**config.mk**
```make
export PLATFORM = sky130hd
export DESIGN_NAME = cap_check_unit
export DESIGN_NICKNAME = d
export VERILOG_FILES = /design/src/rtl/cap_chk_pkg.sv /design/src/rtl/cap_addr_calc.sv /design/src/rtl/cap_perm_check.sv /design/src/rtl/cap_fault_prio.sv /design/src/rtl/cap_bounds_narrow.sv /design/src/rtl/cap_check_unit.sv
export SDC_FILE = /design/constraint.sdc
export NUM_CORES = 2
export LEC_CHECK = 0
export BUFFER_PORTS_ARGS = -buffer_cell sky130_fd_sc_hd__buf_2
export CORE_AREA = 2 2 378 380
export DETAILED_ROUTE_END_ITERATION = 10
export DIE_AREA = 0 0 380 382
export SLEW_MARGIN = 20
export SYNTH_ARGS = -nofsm -noshare
export SYNTH_HDL_FRONTEND = slang
export SYNTH_SLANG_ARGS = --single-unit
```
**constraint.sdc**
```tcl
create_clock -name clk_i -period 1.82 [get_ports clk_i]
set_clock_uncertainty 0.05 [all_clocks]
set_input_delay 0.091 -clock clk_i [delete_from_list [all_inputs] [get_ports clk_i]]
set_output_delay 0.091 -clock clk_i [all_outputs]
set_load 0.005 [all_outputs]
```
**src/rtl/cap_chk_pkg.sv**
```systemverilog
package cap_chk_pkg;
  parameter int unsigned ADDR_W  = 64;
  parameter int unsigned PERM_W  = 31;
  parameter int unsigned OTYPE_W = 24;
  parameter int unsigned RSVD_W  = 7;
  parameter int unsigned EXC_W   = 3;
  parameter int unsigned OP_W    = 2;
  localparam int unsigned CAP_W  = 2 + RSVD_W + OTYPE_W + PERM_W + 3 * ADDR_W;

  localparam int unsigned PERM_LOAD  = 0;
  localparam int unsigned PERM_STORE = 1;
  localparam int unsigned PERM_EXEC  = 2;

  typedef struct packed {
    logic               tag;
    logic [RSVD_W-1:0]  rsvd;
    logic               sealed;
    logic [OTYPE_W-1:0] otype;
    logic [PERM_W-1:0]  perms;
    logic [ADDR_W-1:0]  length;
    logic [ADDR_W-1:0]  base;
    logic [ADDR_W-1:0]  offset;
  } cap_t;

  typedef enum logic [OP_W-1:0] {
    OP_LOAD   = 2'd0,
    OP_STORE  = 2'd1,
    OP_FETCH  = 2'd2,
    OP_BOUNDS = 2'd3
  } op_e;

  typedef enum logic [EXC_W-1:0] {
    EXC_NONE   = 3'd0,
    EXC_TAG    = 3'd1,
    EXC_SEAL   = 3'd2,
    EXC_PERM   = 3'd3,
    EXC_BOUNDS = 3'd4
  } exc_e;
endpackage

```
**src/rtl/cap_addr_calc.sv**
```systemverilog
module cap_addr_calc #(
  parameter int unsigned AW = 64
) (
  input  logic [AW-1:0] base_i,
  input  logic [AW-1:0] len_i,
  input  logic [AW-1:0] off_i,
  input  logic [AW-1:0] disp_i,
  input  logic [AW-1:0] size_i,
  output logic [AW-1:0] addr_o,
  output logic          in_bnd_o
);
  // extra headroom bits so no sum or compare wraps
  localparam int unsigned XW  = 4;
  localparam int unsigned EXT = AW + XW;

  logic signed [EXT-1:0] base_x, off_x, disp_x, len_x, size_x;
  logic signed [EXT-1:0] addr_x, end_x, lim_x;

  always_comb begin
    base_x = $signed({{XW{1'b0}}, base_i});
    len_x  = $signed({{XW{1'b0}}, len_i});
    size_x = $signed({{XW{1'b0}}, size_i});
    off_x  = $signed({{XW{off_i[AW-1]}}, off_i});
    disp_x = $signed({{XW{disp_i[AW-1]}}, disp_i});
    addr_x = base_x + off_x + disp_x;
    end_x  = addr_x + size_x;
    lim_x  = base_x + len_x;
  end

  assign addr_o   = addr_x[AW-1:0];
  assign in_bnd_o = (addr_x >= base_x) && (end_x <= lim_x);
endmodule

```
**src/rtl/cap_perm_check.sv**
```systemverilog
module cap_perm_check
  import cap_chk_pkg::*;
#(
  parameter int unsigned PW = PERM_W
) (
  input  op_e           op_i,
  input  logic [PW-1:0] perms_i,
  output logic          ok_o
);
  logic [PW-1:0] need;

  always_comb begin
    need = '0;
    case (op_i)
      OP_LOAD:  need[PERM_LOAD]  = 1'b1;
      OP_STORE: need[PERM_STORE] = 1'b1;
      OP_FETCH: need[PERM_EXEC]  = 1'b1;
      default:  need = '0;
    endcase
  end

  assign ok_o = (perms_i & need) == need;
endmodule

```
**src/rtl/cap_fault_prio.sv**
```systemverilog
module cap_fault_prio
  import cap_chk_pkg::*;
(
  input  logic tag_i,
  input  logic sealed_i,
  input  logic perm_ok_i,
  input  logic in_bnd_i,
  output exc_e exc_o
);
  always_comb begin
    if (!tag_i)          exc_o = EXC_TAG;
    else if (sealed_i)   exc_o = EXC_SEAL;
    else if (!perm_ok_i) exc_o = EXC_PERM;
    else if (!in_bnd_i)  exc_o = EXC_BOUNDS;
    else                 exc_o = EXC_NONE;
  end
endmodule

```
**src/rtl/cap_bounds_narrow.sv**
```systemverilog
module cap_bounds_narrow
  import cap_chk_pkg::*;
(
  input  cap_t              cap_i,
  input  logic [ADDR_W-1:0] base_i,
  input  logic [ADDR_W-1:0] len_i,
  output cap_t              cap_o
);
  always_comb begin
    cap_o        = cap_i;
    cap_o.base   = base_i;
    cap_o.length = len_i;
    cap_o.offset = '0;
  end
endmodule

```
**src/rtl/cap_check_unit.sv**
```systemverilog
module cap_check_unit
  import cap_chk_pkg::*;
(
  input  logic              clk_i,
  input  logic              rst_ni,
  input  logic              req_valid_i,
  output logic              req_ready_o,
  input  logic [OP_W-1:0]   req_op_i,
  input  logic [CAP_W-1:0]  req_cap_i,
  input  logic [CAP_W-1:0]  pcc_i,
  input  logic [ADDR_W-1:0] req_disp_i,
  input  logic [ADDR_W-1:0] req_size_i,
  output logic              rsp_valid_o,
  input  logic              rsp_ready_i,
  output logic              rsp_grant_o,
  output logic [EXC_W-1:0]  rsp_exc_o,
  output logic [ADDR_W-1:0] rsp_addr_o,
  output logic [CAP_W-1:0]  rsp_cap_o
);
  op_e               op;
  cap_t              sel_cap, narrowed, out_cap, cap_q;
  logic [ADDR_W-1:0] addr_d, addr_q;
  logic              in_bnd, perm_ok, grant_d, grant_q, valid_q, fire;
  exc_e              exc_d, exc_q;

  assign op      = op_e'(req_op_i);
  assign sel_cap = (op == OP_FETCH) ? cap_t'(pcc_i) : cap_t'(req_cap_i);

  cap_addr_calc #(.AW(ADDR_W)) u_addr (
    .base_i   (sel_cap.base),
    .len_i    (sel_cap.length),
    .off_i    (sel_cap.offset),
    .disp_i   (req_disp_i),
    .size_i   (req_size_i),
    .addr_o   (addr_d),
    .in_bnd_o (in_bnd)
  );

  cap_perm_check #(.PW(PERM_W)) u_perm (
    .op_i    (op),
    .perms_i (sel_cap.perms),
    .ok_o    (perm_ok)
  );

  cap_fault_prio u_prio (
    .tag_i     (sel_cap.tag),
    .sealed_i  (sel_cap.sealed),
    .perm_ok_i (perm_ok),
    .in_bnd_i  (in_bnd),
    .exc_o     (exc_d)
  );

  cap_bounds_narrow u_narrow (
    .cap_i  (sel_cap),
    .base_i (addr_d),
    .len_i  (req_size_i),
    .cap_o  (narrowed)
  );

  assign grant_d = (exc_d == EXC_NONE);

  always_comb begin
    out_cap = sel_cap;
    if (!grant_d)              out_cap.tag = 1'b0;
    else if (op == OP_BOUNDS)  out_cap = narrowed;
  end

  assign req_ready_o = !valid_q || rsp_ready_i;
  assign fire        = req_valid_i && req_ready_o;

  always_ff @(posedge clk_i or negedge rst_ni) begin
    if (!rst_ni) begin
      valid_q <= 1'b0;
      grant_q <= 1'b0;
      exc_q   <= EXC_NONE;
      addr_q  <= '0;
      cap_q   <= '0;
    end else if (fire) begin
      valid_q <= 1'b1;
      grant_q <= grant_d;
      exc_q   <= exc_d;
      addr_q  <= addr_d;
      cap_q   <= out_cap;
    end else if (rsp_ready_i) begin
      valid_q <= 1'b0;
    end
  end

  assign rsp_valid_o = valid_q;
  assign rsp_grant_o = grant_q;
  assign rsp_exc_o   = exc_q;
  assign rsp_addr_o  = addr_q;
  assign rsp_cap_o   = cap_q;

  assert_resp_follows_R9: assert property (@(posedge clk_i) disable iff (!rst_ni)
    fire |=> rsp_valid_o);

  assert_resp_hold_R9: assert property (@(posedge clk_i) disable iff (!rst_ni)
    rsp_valid_o && !rsp_ready_i |=> rsp_valid_o && $stable(rsp_addr_o)
      && $stable(rsp_exc_o) && $stable(rsp_grant_o) && $stable(rsp_cap_o));

  assert_tag_first_R2: assert property (@(posedge clk_i) disable iff (!rst_ni)
    fire && !sel_cap.tag |=> rsp_exc_o == EXC_TAG && !rsp_grant_o);

  assert_seal_fault_R3: assert property (@(posedge clk_i) disable iff (!rst_ni)
    fire && sel_cap.tag && sel_cap.sealed |=> rsp_exc_o == EXC_SEAL && !rsp_grant_o);

  assert_narrow_monotone_R8: assert property (@(posedge clk_i) disable iff (!rst_ni)
    fire && op == OP_BOUNDS |=> !rsp_grant_o ||
      (cap_q.base >= $past(sel_cap.base) && cap_q.length <= $past(sel_cap.length)));

  assert_fault_untagged_R8: assert property (@(posedge clk_i) disable iff (!rst_ni)
    rsp_valid_o && !rsp_grant_o |-> !cap_q.tag);
endmodule

```
==> results.json <==
{
  "ios": 972,
  "grt_pass1_vias": 41500,
  "path_max_fanout": 7,
  "drc": 0,
  "crit_path_max_incr_delay_ps": 510,
  "sw_frac_of_total_pct": 45.0,
  "synth_fp_nets": 5136,
  "tightest_slew_ps": 766,
  "ir_drop_mv": 0.652,
  "violations": "hold timing, setup timing",
  "slew_viol_final": 0,
  "cts_tree": "built",
  "ys_types": 80,
  "yosysSeqAreaShare_pct": 25.5,
  "die_w_um": 380,
  "fill_cells": 14400,
  "rsz0062_at_grt": "true",
  "yosysWarnings": 0,
  "hold_class": "in -> reg",
  "rrSetupSlack_ps": -90,
  "final_nets": 7502,
  "placed_cell_area_sq_um": 48500,
  "drtIter0Drc": 2624,
  "synthArstFlopShare_pct": 100,
  "p_switching_mw": 32.3,
  "ant_nets": 0,
  "via_per_inst": 4.88,
  "die_h_um": 382,
  "use_met1_pct": 29.9,
  "syn_inst": 4098,
  "cts.path.max_buffers": 3,
  "p_leak_nw": 28.4,
  "ys.flop_type": "dfrtp_1",
  "whs_ps": -107,
  "fp.coreArea_sq_um": 141000,
  "drive_above_1_share_pct": 42.0,
  "cts_buffers": 44,
  "numPortBuffers": 971,
  "hold_violations": 19,
  "comb_power_share_pct": 73.6,
  "max_slew_margin_pct": 48.6,
  "grt_use_met3_pct": 5.88,
  "grt_usage_pct": 24.9,
  "fin_area_sq_um": 56000,
  "max_freq_ghz": 0.122,
  "post-route-period-util_pct": 451,
  "pwr-share-seq_pct": 13.7,
  "grt_max_degree": 67,
  "syn_to_final_growth_pct": 75.7,
  "netlist_area_sq_um": 31900,
  "globalplace.congestion": 0.991,
  "critPathSlowestCell": "fa_1",
  "hold_depth": 5,
  "drv_cap": 0,
  "num_vias": 41100,
  "clock-root-buffer": "clkbuf_16",
  "p_per_area_nw_per_um2": 1280,
  "outcome": "complete, but fails checks",
  "drt_pass1_iterations": 8,
  "grt-busiest-layer": "met2",
  "drt-wirelength-per-cell_um": 22.5,
  "setup_ws_ps": -6390,
  "dp_cells": 7962,
  "htreeDepth": 2,
  "overflow": 0,
  "clk_latency_ps": 620,
  "dieArea_sq_um": 145000,
  "routed_wl_um": 189000,
  "start_kind": "input port",
  "ys_ff_latch": 325,
  "synth_area_per_cell_sq_um": 7.78,
  "use_met2_pct": 42.2,
  "dp_hpwl_um": 154000,
  "row_count": 138,
  "cts_sinks": 325,
  "p_int_mw": 39.5,
  "critPathMostFrequentCell": "a21o_1",
  "arrival_ps": 8670,
  "setup_violations": 273,
  "antenna_found_initial": 51,
  "utilization_pct": 39.8,
  "crit_type": "in -> reg",
  "fin_crit_ps": 8210,
  "reg2reg_depth": 8,
  "cp.required_ps": 2280,
  "clk_pin_slew_worst_paths_ps": 70,
  "synth_edf_count": 0,
  "fin_cells": 8416,
  "pwr-share-clk_pct": 12.7,
  "end_kind": "flop",
  "initial_utilization_pct": 22.6,
  "grt_pass1_wl_um": 270000
}
-- what timing repair did --
action | 4_1_cts | 5_1_grt
setup endpoints to repair | 258 | 299
resized for setup | 247 | 234
endpoints found under the hold margin | 526 | 23
buffers inserted | 50 | 24
pin swaps | 64 | 70
hold buffers | 267 | 2
cloned | 19 | 2
-- power by group through the flow --
| stage | clock, mW | combinational [mW] | sequential (mW) |
|---|---|---|---|
| 6_report | 9.14 | 52.9 | 9.82 |
| 5_1_grt | 9.57 | 57.7 | 9.99 |
| 4_1_cts | 9.30 | 51.3 | 9.79 |
| 3_5_place_dp | 0 | 48.4 | 9.89 |
| 3_3_place_gp | 0 | 48.0 | 9.86 |
| 2_1_floorplan | 0 | 24.0 | 9.86 |
-- registers in the layout, summed over array words and instances (netlist names) --
register,cells
rsp_addr_o,64
rsp_cap_o,256
rsp_exc_o,3
rsp_grant_o,1
rsp_valid_o,1
-- worst max-delay path, delay by kind of cell --
kind,cells,cell delay (ps)
adders and majority gates,5,1520
and+or+nand+nor,9,1550
muxes,1,190
buffers and inverters,8,1010
AOI/OAI and AO/OA,19,3990
xor gates and xnor gates,2,230
-- area by class of cell --
class                           instances  area (sq um)  share of cell area (%)
Sequential cell                       325          8130                    14.5
Clock inverter                         21           209                   0.373
Clock buffer                           59          1260                    2.25
Antenna cell                           28          70.1                   0.125
Timing Repair Buffer                 2536         18700                    33.3
Multi-Input combinational cell       3284         24300                    43.4
Tap cell                             1890          2360                    4.22
Inverter                              273          1020                    1.83
-- cell usage in the layout (no fill, tap or decap), drive strengths merged, types with 102 or more instances in the layout --
| cell | n |
|---|---|
| a21o | 155 |
| o31ai | 134 |
| dlygate4sd3 | 269 |
| nor3 | 115 |
| dfrtp | 325 |
| a31oi | 111 |
| buf | 2261 |
| nand2 | 854 |
| a21oi | 308 |
| ha | 324 |
| xnor2 | 102 |
| o21ai | 171 |
| nor2 | 220 |
| mux2i | 112 |
| inv | 277 |
-- routing by layer --
metal	share of wire, %	up-vias
li1	-	19300
met2	47	1627
met5	0.068	-
met4	5.1	20
met1	40	19700
met3	7.2	408
-- per-stage QoR --
step / hold WS [ps] / TNS, ps / total power [mW] / setup WS, ps
after floorplan: -255 / -1347280 / 33.9 / -6440
after global placement: 85.3 / -1592980 / 57.9 / -7340
after detailed placement: 78.4 / -1626010 / 58.3 / -7490
after CTS: -169 / -1309650 / 70.4 / -6290
after global routing: -99.9 / -1398150 / 77.2 / -6690
final: -107 / -1327970 / 71.9 / -6390
-- cells in the mapped netlist, types with 102 or more instances --
cell	n	area, sq um
xnor2_1	102	893
a31oi_1	110	688
o21ai_0	159	796
nor2_1	219	822
nand2_1	853	3200
a21oi_1	307	1540
nor3_1	115	576
clkbuf_1	145	544
a21o_1	155	1160
inv_1	272	1020
dfrtp_1	325	8130
mux2i_1	112	1120
o31ai_1	124	931
ha_1	324	4050
-- final timing paths --
check | end | startpoint
setup / recovery | rsp_cap_o[172]$_DFFE_PN0P_ | req_op_i[1]
hold / removal | rsp_cap_o[165]$_DFFE_PN0P_ | req_cap_i[165]
setup reg to reg | rsp_cap_o[27]$_DFFE_PN0P_ | rsp_valid_o$_DFFE_PN0P_
hold reg to reg | rsp_addr_o[43]$_DFFE_PN0P_ | rsp_addr_o[43]$_DFFE_PN0P_
max in group asynchronous | rsp_cap_o[27]$_DFFE_PN0P_ | rst_ni
min in group asynchronous | rsp_cap_o[146]$_DFFE_PN0P_ | rst_ni
-- kinds of logic (layout without fill, tap and decap cells) --
group,after synthesis,in the layout,share of synthesized area [%]
AO/OA/AOI/OAI,1142,1142,23.4
XOR/XNOR,171,171,4.70
adder cells (fa/ha/maj),392,392,17.0
buffers and inverters,489,2889,6.06
flip-flops,325,325,25.5
multiplexers,114,114,3.59
other,0,28,0
AND/OR/NAND/NOR,1465,1465,19.7
Power figures use the tool's default switching activity.
